`config.mk`:
```
export PLATFORM = sky130hd
export DESIGN_NAME = dac_reg_ctrl
export DESIGN_NICKNAME = d
export VERILOG_FILES = /design/src/rtl/dacreg_pkg.sv /design/src/rtl/dacreg_decode.sv /design/src/rtl/dacreg_codes.sv /design/src/rtl/dacreg_power.sv /design/src/rtl/dac_reg_ctrl.sv
export SDC_FILE = /design/constraint.sdc
export NUM_CORES = 1
export LEC_CHECK = 0
export CORE_MARGIN = 5
export CORE_UTILIZATION = 30
export DETAILED_ROUTE_END_ITERATION = 10
export DONT_BUFFER_PORTS = 1
export PLACE_DENSITY = 0.53
export REMOVE_ABC_BUFFERS = 1
export SKIP_LAST_GASP = 1
export SYNTH_ARGS = -nofsm -noshare
export SYNTH_HDL_FRONTEND = slang
export SYNTH_HIERARCHICAL = 1
export SYNTH_SLANG_ARGS = --single-unit
```
`constraint.sdc`:
```
create_clock -name clk -period 1.35 [get_ports clk]
set_clock_uncertainty 0.2 [all_clocks]
set_input_delay 0.27 -clock clk [delete_from_list [all_inputs] [get_ports clk]]
set_output_delay 0.27 -clock clk [all_outputs]
set_load 0.03 [all_outputs]
```
`src/rtl/dacreg_pkg.sv`:
```
package dacreg_pkg;

  localparam int OP_W = 4;

  localparam logic [OP_W-1:0] OP_NOP   = 4'h0;
  localparam logic [OP_W-1:0] OP_STAGE = 4'h1;
  localparam logic [OP_W-1:0] OP_LIVE  = 4'h2;
  localparam logic [OP_W-1:0] OP_XFER  = 4'h3;
  localparam logic [OP_W-1:0] OP_WAKE  = 4'h4;
  localparam logic [OP_W-1:0] OP_PD0   = 4'h8;
  localparam logic [OP_W-1:0] OP_PD1   = 4'h9;
  localparam logic [OP_W-1:0] OP_PD2   = 4'hA;

  typedef enum logic [1:0] {
    TERM_ACTIVE = 2'b00,
    TERM_HIZ    = 2'b01,
    TERM_1K     = 2'b10,
    TERM_100K   = 2'b11
  } term_e;

  // power-down mode index (0..2) to termination state
  function automatic term_e pd_to_term(input logic [1:0] mode);
    case (mode)
      2'd0:    pd_to_term = TERM_HIZ;
      2'd1:    pd_to_term = TERM_1K;
      default: pd_to_term = TERM_100K;
    endcase
  endfunction

endpackage

```
`src/rtl/dacreg_decode.sv`:
```
module dacreg_decode
  import dacreg_pkg::*;
(
  input  logic            valid,
  input  logic [OP_W-1:0] op,
  output logic            ev_stage,
  output logic            ev_live,
  output logic            ev_xfer,
  output logic            ev_wake,
  output logic            ev_pd,
  output logic [1:0]      pd_mode
);

  always_comb begin
    ev_stage = 1'b0;
    ev_live  = 1'b0;
    ev_xfer  = 1'b0;
    ev_wake  = 1'b0;
    ev_pd    = 1'b0;
    pd_mode  = 2'd2;
    if (valid) begin
      case (op)
        OP_STAGE: ev_stage = 1'b1;
        OP_LIVE:  ev_live  = 1'b1;
        OP_XFER:  ev_xfer  = 1'b1;
        OP_WAKE:  ev_wake  = 1'b1;
        OP_PD0:   begin ev_pd = 1'b1; pd_mode = 2'd0; end
        OP_PD1:   begin ev_pd = 1'b1; pd_mode = 2'd1; end
        OP_PD2:   begin ev_pd = 1'b1; pd_mode = 2'd2; end
        default:  ;
      endcase
    end
  end

endmodule

```
`src/rtl/dacreg_codes.sv`:
```
module dacreg_codes #(
  parameter int DATA_W = 10
) (
  input  logic              clk,
  input  logic              rst_n,
  input  logic              ev_stage,
  input  logic              ev_live,
  input  logic              ev_xfer,
  input  logic [DATA_W-1:0] data,
  output logic [DATA_W-1:0] stage_q,
  output logic [DATA_W-1:0] live_q
);

  always_ff @(posedge clk or negedge rst_n) begin
    if (!rst_n) begin
      stage_q <= '0;
      live_q  <= '0;
    end else begin
      if (ev_stage || ev_live) stage_q <= data;
      if (ev_live)             live_q  <= data;
      else if (ev_xfer)        live_q  <= stage_q;
    end
  end

  p_hold_live_r11: assert property (@(posedge clk) disable iff (!rst_n)
    (!ev_stage && !ev_live && !ev_xfer) |=> $stable(live_q) && $stable(stage_q));
  p_live_load_r3: assert property (@(posedge clk) disable iff (!rst_n)
    ev_live |=> (live_q == $past(data)) && (stage_q == $past(data)));
  p_stage_only_r2: assert property (@(posedge clk) disable iff (!rst_n)
    (ev_stage && !ev_live && !ev_xfer) |=> $stable(live_q));
  p_xfer_r4: assert property (@(posedge clk) disable iff (!rst_n)
    (ev_xfer && !ev_live) |=> live_q == $past(stage_q));

endmodule

```
`src/rtl/dacreg_power.sv`:
```
module dacreg_power
  import dacreg_pkg::*;
(
  input  logic       clk,
  input  logic       rst_n,
  input  logic       ev_wake,
  input  logic       ev_pd,
  input  logic [1:0] pd_mode,
  output logic [1:0] term_sel,
  output logic       buf_en
);

  term_e state_q;

  always_ff @(posedge clk or negedge rst_n) begin
    if (!rst_n)       state_q <= TERM_100K;
    else if (ev_pd)   state_q <= pd_to_term(pd_mode);
    else if (ev_wake) state_q <= TERM_ACTIVE;
  end

  assign term_sel = state_q;
  assign buf_en   = (state_q == TERM_ACTIVE);

  p_wake_r5: assert property (@(posedge clk) disable iff (!rst_n)
    (ev_wake && !ev_pd) |=> buf_en);
  p_pd_off_r6: assert property (@(posedge clk) disable iff (!rst_n)
    ev_pd |=> !buf_en && term_sel != 2'b00);
  p_keep_state_r7: assert property (@(posedge clk) disable iff (!rst_n)
    (!ev_wake && !ev_pd) |=> $stable(term_sel));

endmodule

```
`src/rtl/dac_reg_ctrl.sv`:
```
module dac_reg_ctrl
  import dacreg_pkg::*;
#(
  parameter int DATA_W = 10
) (
  input  logic              clk,
  input  logic              rst_n,
  input  logic              cmd_valid,
  input  logic [OP_W-1:0]   cmd_op,
  input  logic [DATA_W-1:0] cmd_data,
  output logic [DATA_W-1:0] dac_code,
  output logic              buf_en,
  output logic [1:0]        term_sel,
  output logic [DATA_W-1:0] rb_code
);

  logic ev_stage, ev_live, ev_xfer, ev_wake, ev_pd;
  logic [1:0] pd_mode;
  logic [DATA_W-1:0] stage_q, live_q;

  dacreg_decode u_dec (
    .valid(cmd_valid), .op(cmd_op),
    .ev_stage(ev_stage), .ev_live(ev_live), .ev_xfer(ev_xfer),
    .ev_wake(ev_wake), .ev_pd(ev_pd), .pd_mode(pd_mode)
  );

  dacreg_codes #(.DATA_W(DATA_W)) u_codes (
    .clk(clk), .rst_n(rst_n),
    .ev_stage(ev_stage), .ev_live(ev_live), .ev_xfer(ev_xfer),
    .data(cmd_data), .stage_q(stage_q), .live_q(live_q)
  );

  dacreg_power u_pwr (
    .clk(clk), .rst_n(rst_n),
    .ev_wake(ev_wake), .ev_pd(ev_pd), .pd_mode(pd_mode),
    .term_sel(term_sel), .buf_en(buf_en)
  );

  assign dac_code = live_q;
  assign rb_code  = live_q;

  p_buf_term_r10: assert property (@(posedge clk) disable iff (!rst_n)
    buf_en == (term_sel == 2'b00));
  p_ignored_r8: assert property (@(posedge clk) disable iff (!rst_n)
    (cmd_valid && (cmd_op == OP_NOP || cmd_op > OP_PD2 ||
     (cmd_op > OP_WAKE && cmd_op < OP_PD0)))
    |=> $stable(dac_code) && $stable(term_sel));

endmodule

```
==> flow_summary_export.csv <==
group,metric,value,unit
cts,cts.sinks,22,
global_routing,track_usage,9.976,%
sta,rsz0062_at_grt,"yes",
final_layout,antenna_cells,0,
power_and_ir_drop,vdd_ir_drop_max,0.0009909,V
setup_path,cp-end-kind,"primary output",
floorplanning,die_y,69.82,um
final_layout,final_nets,139,
floorplanning,row_count,21,
global_routing,antenna_found_initial,0,
sta,fmax,658.7,MHz
detailed_routing,avgRoutedWirePerCell,14.00,um
cts,clockBufferDepth,2,
setup_path,cp.required,0.88,ns
logic_synthesis,ys_seq_elements,22,
final_layout,multi_input_area,454.2,um2
final_layout,stdcell_count,167,
power_and_ir_drop,power_frac_clock,20.4,%
setup_path,cp.arrival,1.05,ns
power_and_ir_drop,power_density,1680,mW/mm2
setup_path,worstPathMaxFanout,3,
detailed_routing,route.detailed.drc,0,
power_and_ir_drop,p_leak,0.6089,nW
sta,drv_slew,0,
place,dp_hpwl,1.459,mm
logic_synthesis,synth_top_area_share,46.62,%
logic_synthesis,syn_inst,95,
final_layout,postLayoutCellArea,0.001456,mm2
place,io_buffers,0,
setup_path,startpoint_type,"flop",
logic_synthesis,synth_area_leader_cell,"dfrtp_1",
floorplanning,dieArea,0.004875,mm2
logic_synthesis,synth_async_sr_flop_share,100.0,%
final_layout,regArea,553.0,um2
place,dpl_worst_slack,-0.3683,ns
cts,cts.htree.levels,1,
logic_synthesis,post_synth.cell_area_avg,11.30,um2
detailed_routing,antenna_left,0,
sta,post-route-period-util,112.5,%
cts,cts_tree,"done",
place,placed_area,0.001160,mm2
sta,setup_ws,-0.1682,ns
global_routing,grt_max_degree,23,
cts,cts_inserted_buffers,3,
sta,fin_crit,1.518,ns
power_and_ir_drop,seqPwrFrac,39.3,%
power_and_ir_drop,switching_share,37.55,%
sta,finalSetupTns,-0.7271,ns
cts,cts_root_buffer,"clkbuf_4",
power_and_ir_drop,p_sw,0.9188,mW
final_layout,nFillCells,330,
floorplanning,die_w,69.82,um
logic_synthesis,synth_common_cells,"dfrtp_1, buf_4, nand2_1, o21ai_0",
global_routing,grt_pass1_wl,4.015,mm
cts,clock_latency,0.31,ns
sta,finalHoldViolCount,20,
detailed_routing,routed_wl,2.338,mm
detailed_routing,vias_per_cell,4.611,
global_routing,grt-ovfl-total,0,
sta,hold-worst-slack,-0.02658,ns
logic_synthesis,synth_edf_count,0,
global_routing,grt_pass1_vias,837,
logic_synthesis,synth_area,0.001074,mm2
final_layout,area_growth,35.66,%
sta,finalSetupViolCount,27,
power_and_ir_drop,power.internal,1.528,mW
place,gp_congestion,0.7538,
run_status,status,"finished with violations",
logic_synthesis,yosysSeqAreaShare,51.52,%
place,dp_cells,144,
detailed_routing,vias,770,
detailed_routing,drt-pass1-iter-count,5,
worst_hold_path,min_path_type,"input port to asynchronous set/reset pin",
sta,relSlewSlack,34.74,%
logic_synthesis,yosysUniqueCellTypes,21,
logic_synthesis,synth_ff_type,"dfrtp_1",
sta,tightest_slew,0.9790,ns
flow_run,drv_cap,0,
cts,clk_transition_reported_paths,0.13,ns
floorplanning,start_util,31.67,%
final_layout,layout-drive-gt1-share,37.19,%
power_and_ir_drop,pwr-share-comb,40.4,%
floorplanning,coreArea,0.003390,mm2
setup_path,path_class,"flop to primary output",
detailed_routing,drt_first_iter_violations,20,
logic_synthesis,synth.most_common_cell,"dfrtp_1",
floorplanning,ios,40,
logic_synthesis,netlist_top_cells_area,"dfrtp_1, mux2_2, mux2i_1",
logic_synthesis,synth_warnings,6,
run_status,violations,"hold timing, setup timing",
==> flip-flops by register name, summed over array words and instances (netlist names) <==
register,flops
u_codes/live_q,10
u_codes/stage_q,10
u_pwr/term_sel,2
==> layout by cell type (no fill, tap or decap), drive strengths merged, types with 2 or more instances in the layout <==
master        n
o21ai        12
nand2b        2
buf          21
clkbuf        3
dlygate4sd3  12
mux2         10
dfrtp        20
nor2          7
dfstp         2
nand2        11
mux2i        10
nand3b        2
==> routing by layer <==
metal	vias to the layer above	GRT usage, %	wire, um
met4	0	0.6383	0
met1	372	11.91	1016
met3	0	4.348	204
li1	369	-	-
met2	29	17.31	1118
met5	-	0	0
==> power by group through the flow <==
stage	Combinational [mW]	Clock, mW	Sequential, mW
after CTS	0.978	0.511	0.962
after detailed placement	0.845	0	0.956
after global routing	1.05	0.544	0.991
after global placement	0.835	0	0.953
final	0.987	0.499	0.961
after floorplan	0.192	0	1.37
==> cell families after synthesis <==
logic type      synth area share [%]
mux                            19.81
compound gates                 6.759
flops                          51.52
simple gates                   13.40
buf+inv                        8.507
==> per-stage QoR <==
step | power (mW) | hold slack [ns] | utilization (%)
floorplan | 1.562 | -0.2256 | -
global placement | 1.788 | -0.2249 | 34.22
detailed placement | 1.801 | -0.2249 | 34.22
CTS | 2.451 | 0.03350 | 42.41
global route | 2.586 | 0.03770 | 42.97
finish | 2.447 | -0.02658 | 42.97
==> final timing paths <==
path | from | end | slack (ns) | cells after the start
max in group asynchronous | rst_n | u_codes/stage_q[3] | 0.37 | 1
min in group clk | cmd_op[1] | u_pwr/term_sel[1] | 0.05 | 3
max | u_pwr/term_sel[0] | buf_en | -0.17 | 2
min reg2reg | u_codes/stage_q[7] | u_codes/stage_q[7] | 0.32 | 1
max reg2reg | u_pwr/term_sel[1] | u_pwr/term_sel[1] | 0.16 | 3
min | rst_n | u_codes/stage_q[4] | -0.03 | 1
==> timing repair <==
item                       CTS  global route
cloned                       3             0
gates resized for setup     17             4
hold buffers                13             0
hold endpoints to repair    43             0
setup endpoints to repair   43            59
setup buffers                2             1
pin swaps                    3             1
==> worst max-delay path, cell delays in order, from the launching register on <==
cell	delay [ns]
dfstp_2	0.55
nor2_1	0.04
buf_4	0.16
==> cell type report <==
class,count,share of cell area (%)
Clock inverter,1,2.062
Clock buffer,3,1.546
Sequential cell,22,37.97
Tap cell,46,3.952
Multi-Input combinational cell,61,31.19
Timing Repair Buffer,34,23.28
(Power assumes the default switching activity.)
